==> src/rtl/bch_enc_pkg.sv <==
package bch_enc_pkg;
   // Code dimensions and generator tap vector (bits 14..0, x^15 implied).
   localparam int unsigned  BCH_MSG_W   = 16;
   localparam int unsigned  BCH_PAR_W   = 15;
   localparam logic [14:0]  BCH_GEN_TAP = 15'b000111110101111;

   typedef enum logic [0:0] {
      ENC_IDLE  = 1'b0,
      ENC_SHIFT = 1'b1
   } enc_state_e;
endpackage

==> src/rtl/bch_piso.sv <==
module bch_piso #(
   parameter int unsigned WIDTH = 16
) (
   input  logic             clk,
   input  logic             rst,
   input  logic             load,
   input  logic             shift,
   input  logic [WIDTH-1:0] din,
   output logic             bit_out
);
   logic [WIDTH-1:0] sh_q;

   always_ff @(posedge clk) begin
      if (rst)
         sh_q <= '0;
      else if (load)
         sh_q <= din;
      else if (shift)
         sh_q <= {sh_q[WIDTH-2:0], 1'b0};
   end

   assign bit_out = sh_q[WIDTH-1];
endmodule

==> src/rtl/bch_lfsr_div.sv <==
module bch_lfsr_div #(
   parameter int unsigned       DEG  = 15,
   parameter logic [DEG-1:0]    TAPS = '1
) (
   input  logic           clk,
   input  logic           rst,
   input  logic           clear,
   input  logic           step,
   input  logic           din,
   output logic [DEG-1:0] rem
);
   logic [DEG-1:0] st_q;
   logic [DEG-1:0] st_d;
   logic           fb;

   assign fb = st_q[DEG-1];

   for (genvar i = 0; i < DEG; i++) begin : g_cell
      if (i == 0) begin : g_head
         assign st_d[i] = din ^ (TAPS[i] & fb);
      end else begin : g_body
         assign st_d[i] = st_q[i-1] ^ (TAPS[i] & fb);
      end
   end

   always_ff @(posedge clk) begin
      if (rst || clear)
         st_q <= '0;
      else if (step)
         st_q <= st_d;
   end

   assign rem = st_q;
endmodule

==> src/rtl/bch_enc_seq.sv <==
module bch_enc_seq
   import bch_enc_pkg::*;
#(
   parameter int unsigned STEPS = 31
) (
   input  logic clk,
   input  logic rst,
   input  logic start,
   output logic accept,
   output logic step,
   output logic busy,
   output logic done
);
   localparam int unsigned CNT_W = $clog2(STEPS + 1);

   enc_state_e       st_q;
   logic [CNT_W-1:0] cnt_q;
   logic             done_q;

   assign accept = start && (st_q == ENC_IDLE);
   assign step   = (st_q == ENC_SHIFT);

   always_ff @(posedge clk) begin
      if (rst) begin
         st_q   <= ENC_IDLE;
         cnt_q  <= '0;
         done_q <= 1'b0;
      end else begin
         done_q <= 1'b0;
         if (accept) begin
            st_q  <= ENC_SHIFT;
            cnt_q <= CNT_W'(STEPS);
         end else if (step) begin
            cnt_q <= cnt_q - 1'b1;
            if (cnt_q == CNT_W'(1)) begin
               st_q   <= ENC_IDLE;
               done_q <= 1'b1;
            end
         end
      end
   end

   assign busy = (st_q == ENC_SHIFT);
   assign done = done_q;
endmodule

==> src/rtl/bch_serial_enc.sv <==
module bch_serial_enc
   import bch_enc_pkg::*;
#(
   parameter int unsigned          MSG_W = BCH_MSG_W,
   parameter int unsigned          PAR_W = BCH_PAR_W,
   parameter logic [PAR_W-1:0]     TAPS  = BCH_GEN_TAP
) (
   input  logic                   clk,
   input  logic                   rst,
   input  logic                   start,
   input  logic [MSG_W-1:0]       msg_in,
   output logic                   busy,
   output logic                   done,
   output logic [PAR_W-1:0]       parity,
   output logic [MSG_W+PAR_W-1:0] codeword
);
   localparam int unsigned STEPS = MSG_W + PAR_W;

   if (MSG_W < 2) begin : g_chk_msg
      $error("bch_serial_enc: MSG_W must be at least 2");
   end
   if (PAR_W < 2) begin : g_chk_par
      $error("bch_serial_enc: PAR_W must be at least 2");
   end
   if (TAPS[0] != 1'b1) begin : g_chk_tap
      $error("bch_serial_enc: generator constant term must be one");
   end

   logic             accept;
   logic             step;
   logic             ser_bit;
   logic [MSG_W-1:0] msg_q;

   bch_enc_seq #(.STEPS(STEPS)) i_seq (
      .clk    (clk),
      .rst    (rst),
      .start  (start),
      .accept (accept),
      .step   (step),
      .busy   (busy),
      .done   (done)
   );

   bch_piso #(.WIDTH(MSG_W)) i_piso (
      .clk     (clk),
      .rst     (rst),
      .load    (accept),
      .shift   (step),
      .din     (msg_in),
      .bit_out (ser_bit)
   );

   bch_lfsr_div #(.DEG(PAR_W), .TAPS(TAPS)) i_div (
      .clk   (clk),
      .rst   (rst),
      .clear (accept),
      .step  (step),
      .din   (ser_bit),
      .rem   (parity)
   );

   always_ff @(posedge clk) begin
      if (rst)
         msg_q <= '0;
      else if (accept)
         msg_q <= msg_in;
   end

   assign codeword = {msg_q, parity};
endmodule

==> config.mk <==
export PLATFORM = sky130hd
export DESIGN_NAME = bch_serial_enc
export DESIGN_NICKNAME = d
export VERILOG_FILES = /design/src/rtl/bch_enc_pkg.sv /design/src/rtl/bch_piso.sv /design/src/rtl/bch_lfsr_div.sv /design/src/rtl/bch_enc_seq.sv /design/src/rtl/bch_serial_enc.sv
export SDC_FILE = /design/constraint.sdc
export NUM_CORES = 1
export LEC_CHECK = 0
export BUFFER_PORTS_ARGS = -buffer_cell sky130_fd_sc_hd__buf_4
export CAP_MARGIN = 0
export CORE_MARGIN = 10
export CORE_UTILIZATION = 52
export DETAILED_ROUTE_END_ITERATION = 7
export PLACE_DENSITY = 0.8
export SYNTH_ARGS = -nofsm -noshare
export SYNTH_HDL_FRONTEND = slang
export SYNTH_HIERARCHICAL = 1
export SYNTH_SLANG_ARGS = --single-unit
==> constraint.sdc <==
create_clock -name clk -period 2.2 [get_ports clk]
set_input_delay 0.11 -clock clk [delete_from_list [all_inputs] [get_ports clk]]
set_output_delay 0.11 -clock clk [all_outputs]
set_load 0.05 [all_outputs]
## Yosys cells after proc, flatten, opt, wreduce, memory -nomap -nowiden

Index checks and enable logic that the tools add are counted.

| operators by class | value |
|---|---|
| reductions and logical operators | 4 |
| shift-type cells | 0 |
| multiplexer cells | 8 |
| add/subtract/negate cells | 1 |
| multipliers | 0 |
| equal/unequal tests | 1 |
| bitwise gates (word level) | 11 |
| divide/modulo/power cells | 0 |
| order comparisons | 0 |

Operators by type and width:

| cell | number |
|---|---|
| $mux W16 | 2 |
| $mux W5 | 2 |
| $xor A1 B1 Y1 | 10 |
| $eq A5 B1 Y1 const B | 1 |
| $sub A5 B1 Y5 const B | 1 |
| $mux W1 | 4 |
| $reduce_or A3 Y1 | 1 |
| $reduce_bool A2 Y1 | 1 |
| $logic_and A1 B1 Y1 | 1 |
| $logic_or A1 B1 Y1 | 1 |
| $not A1 Y1 | 1 |

| word-level totals | value |
|---|---|
| bits in read-only memories | 0 |
| word-level logic and storage cells | 31 |
| bits in latches | 0 |
| bits in writable memories | 0 |
| input bits | 19 |
| memories kept | 0 |
| flip-flop bits (word level) | 54 |
| output and inout port bits | 48 |

## Logic depth before layout (Yosys ltp)

| depth | value |
|---|---|
| word-level depth | 4 |
| mapped depth | 6 |
| gate-level depth less buffers | 5 |

## Hierarchy

Netlist, hierarchy kept.

Modules (own cells, without submodules):

| module | area each (um^2) | cells an instance | sequential area each (um^2) | instances |
|---|---|---|---|---|
| bch_piso | 764.5 | 71 | 320.3 | 1 |
| bch_serial_enc | 693.2 | 67 | 320.3 | 1 |
| bch_lfsr_div | 689.4 | 67 | 300.3 | 1 |
| bch_enc_seq | 337.8 | 36 | 140.1 | 1 |

## Least setup slack after synthesis

Ideal clock, no wire load.

| path | value |
|---|---|
| kind | reg2reg |
| start | register i_seq.st_q, in the netlist i_seq/busy |
| end | register i_div.st_q[0], in the netlist i_div/rem[0] |
| stages on the path, launching flop included | 7 |
| required time | 2121 ps |
| path buffers | 3 |
| setup slack | 413 ps |
| period minus slack after synthesis | 1787 ps |
| setup time | 79 ps |
| data arrival time | 1708 ps |
| path through | dfxtp_1 buf_2 nor2b_1 or2_1 buf_6 buf_6 a211oi_2 |

| on the way | value |
|---|---|
| longest elaborated chain between the ends | 3 |

Ends and longest elaborated chain:

| element | line | text |
|---|---|---|
| start, declared | bch_enc_seq.sv:16 | `enc_state_e st_q;` |
| start signal, assigned | bch_enc_seq.sv:25 | `st_q <= ENC_IDLE;` |
| start signal, assigned | bch_enc_seq.sv:31 | `st_q <= ENC_SHIFT;` |
| start signal, assigned | bch_enc_seq.sv:36 | `st_q <= ENC_IDLE;` |
| $not A1 Y1 (no line) | n/a |  |
| $logic_and A1 B1 Y1 | bch_enc_seq.sv:20 | `assign accept = start && (st_q == ENC_IDLE);` |
| named net accept | bch_serial_enc.sv:29 | `logic accept;` |
| $logic_or A1 B1 Y1 | bch_lfsr_div.sv:27 | `if (rst \|\| clear)` |
| end signal, assigned | bch_lfsr_div.sv:30 | `st_q <= st_d;` |
| end, declared | bch_lfsr_div.sv:12 | `logic [DEG-1:0] st_q;` |

The timed path passes the listed nets, and every way through them passes these cells.
A chain may end at the register's enable or synchronous reset.

## Worst setup path in the final report

| path | value |
|---|---|
| start | register i_div.st_q[14], in the netlist i_div/rem[14] |
| end | output port codeword[14] |

RTL lines:

| element | line | text |
|---|---|---|
| end, declared | bch_serial_enc.sv:15 | `output logic [MSG_W+PAR_W-1:0] codeword` |

No word-level cell between the ends.

==> impl_metrics.toml <==
[floorplan]
fp.coreArea_um2 = 4690
die_area_um2 = 7940
initial_core_util_pct = 53.0
die_y_um = 89.1
die_w_um = 89.1
boundaryPins = 67
row_count = 25

[power_and_ir_drop]
p_per_area_nw_per_um2 = 754
max-vdd-ir-drop_uv = 459
leakagePower_nw = 1.21

[drt]
drtIter0Drc = 71
wl_per_cell_um = 14.6
via_count = 1718
drc_errors = 0
drt-total-wl_um = 4880
firstDrtPassIters = 4
antenna_left = 0
via_per_inst = 5.13

[timing]
fin_crit_sh_pct = 67.9
setup_viol = 0
fin_ws_ns = 0.706
final_max_slew_viol_count = 0
fin_skew_ns = 0.00830
setup_tns_ns = 0
worst_hold_slack_ns = 0.0340
worstMarginPinSlew_ns = 0.643
hold_viol = 0
rsz0062_at_grt = "false"
min_period_ns = 1.49
fmax_mhz = 669
slew_headroom_pct = 57.0

[critical_path]
cp-end-kind = "output port"
worstSetupStartpointType = "flop"
crit_type = "flop to output port"
cp.required_ns = 2.09
arrival_ns = 1.38
max_stage_delay_ns = 0.75
crit_path_max_fanout = 13
critical_path.cell_chain = "buf_4"
crit_family = "flip-flops"
slowest_stage = "dfxtp_1"
critPathBufInv = 1

[global_routing]
overflow = 0
antenna_found_initial = 0
grt_max_degree = 41
grt_pass1_vias = 1685
grt_pass1_wl_um = 8000
grt_use_total_pct = 12.8

[synth]
syn_area_per_cell_um2 = 10.3
netlist_instances = 241
yosys_warnings = 6
ys_seq_elements = 54
synth_cell_types = 27
yosysTopAreaCell = "dfxtp_1"
synth_top_area_share_pct = 43.5
syn-num-nets = 262
ys_seq_area_share_pct = 43.5
synth.area.top_cells = "dfxtp_1 (44%), mux2i_1 (15%), buf_4 (6.9%)"
syn_area_um2 = 2480

[place]
place_inst = 327
dp_hpwl_um = 3600
gp_congestion = 0.713
post-place-ws_ns = 0.870
io_buffers = 66

[clocking]
clk_pin_slew_ns = 0.10
cts-buffers-inserted = 5
cts-htree-levels = 2
cts_resized = 0
clk_path_buf_depth = 2
cts_tree = "built"
cts_hold_buf = 0
cts.sink_count = 54
root_buffer = "clkbuf_8"
clock_latency_ns = 0.32
postCtsSetupBuffers = 0

[min_path]
worstHoldPathType = "input pin to flop"

[finish]
fin_util_pct = 61.3
final_common_cell = "buf_4"
final_cell_mix = "buf_4 (70), dfxtp_1 (53), mux2i_1 (37)"
final_cells = 335
area_growth_pct = 15.7
drive_gt1_share_pct = 32.0
nNetsFinal = 301
insertedDiodeCount = 0

[job]
maxCapViolCount = 0

[run_status]
run_status = "finished clean"
## power by group
part,internal [mW],total [mW],switching [mW],leakage (nW)
Clock,0.260,0.594,0.334,0.0478
Combinational,0.180,0.480,0.300,0.713
Sequential,1.05,1.10,0.0499,0.445
Total,1.49,2.17,0.683,1.21
## tightest hold or removal path, cell delays in order
cell and delay, ns:
buf_4 0.08, mux2i_1 0.05, nor2_1 0.07
## worst paths after layout
check | end | cells after the start | slack (ns) | startpoint
setup / recovery | codeword[14] | 1 | 0.71 | i_div/rem[14]$_SDFFE_PP0P_
hold / removal | msg_q[8]$_SDFFE_PP0P_ | 3 | 0.03 | msg_in[8]
setup reg to reg | i_seq/cnt_q[3]$_SDFFE_PP0P_ | 4 | 0.86 | i_seq/busy$_SDFF_PP0_
hold reg to reg | msg_q[7]$_SDFFE_PP0P_ | 2 | 0.50 | msg_q[7]$_SDFFE_PP0P_
## state kept, by name (all words and copies together) (netlist names)
register / cells
i_seq/busy: 1
i_seq/cnt_q: 5
i_piso/sh_q: 16
i_div/rem: 15
i_seq/done: 1
msg_q: 16
## logic make-up after synthesis
kind of cell               after synthesis  synth area share (%)
and+or+nand+nor                         63                  12.6
DFF                                     54                  43.5
buffers and inverters                   41                  12.7
muxes                                   37                  14.9
AOI/OAI and AO/OA                       34                  11.7
xor gates and xnor gates                10                  3.52
adders and majority gates                2                  1.01
## stage by stage
step	cell area, µm²	power (mW)
after detailed placement	2780	1.60
after floorplan	2480	1.50
after global placement	2780	1.59
final	2880	2.17
after global routing	2880	2.28
after CTS	2880	2.19
## final cells by class
type	count	area, µm²
fillers	409	1820
multi-input cells	146	1090
flip-flops and latches	54	1080
repair buffers	70	526
clock buffers	6	82.6
well taps	54	67.6
clock inverters	2	16.3
inverters	3	11.3
## synthesized netlist by cell type (all sizes together)
cell and number:
dfxtp 54, mux2i 37, buf 36, nor2 34, a211oi 28, nor2b 16
xnor2 10, a21oi 3, inv 3, nor3 3, a311oi 2, clkbuf 2
ha 2, nand2 2, nand2b 2, or2 2, and3b 1, nor3b 1
nor4b 1, o31ai 1, or3b 1
## metal layers
metal / up-vias / global-route usage (%) / part of all wire (%)
li1: 882 / - / -
met1: 774 / 15.1 / 44
met2: 56 / 18.5 / 42
met3: 6 / 7.29 / 11
met4: 0 / 5.49 / 1.8
met5: - / 0 / 0
No activity file was read; power rests on OpenSTA's default activity.
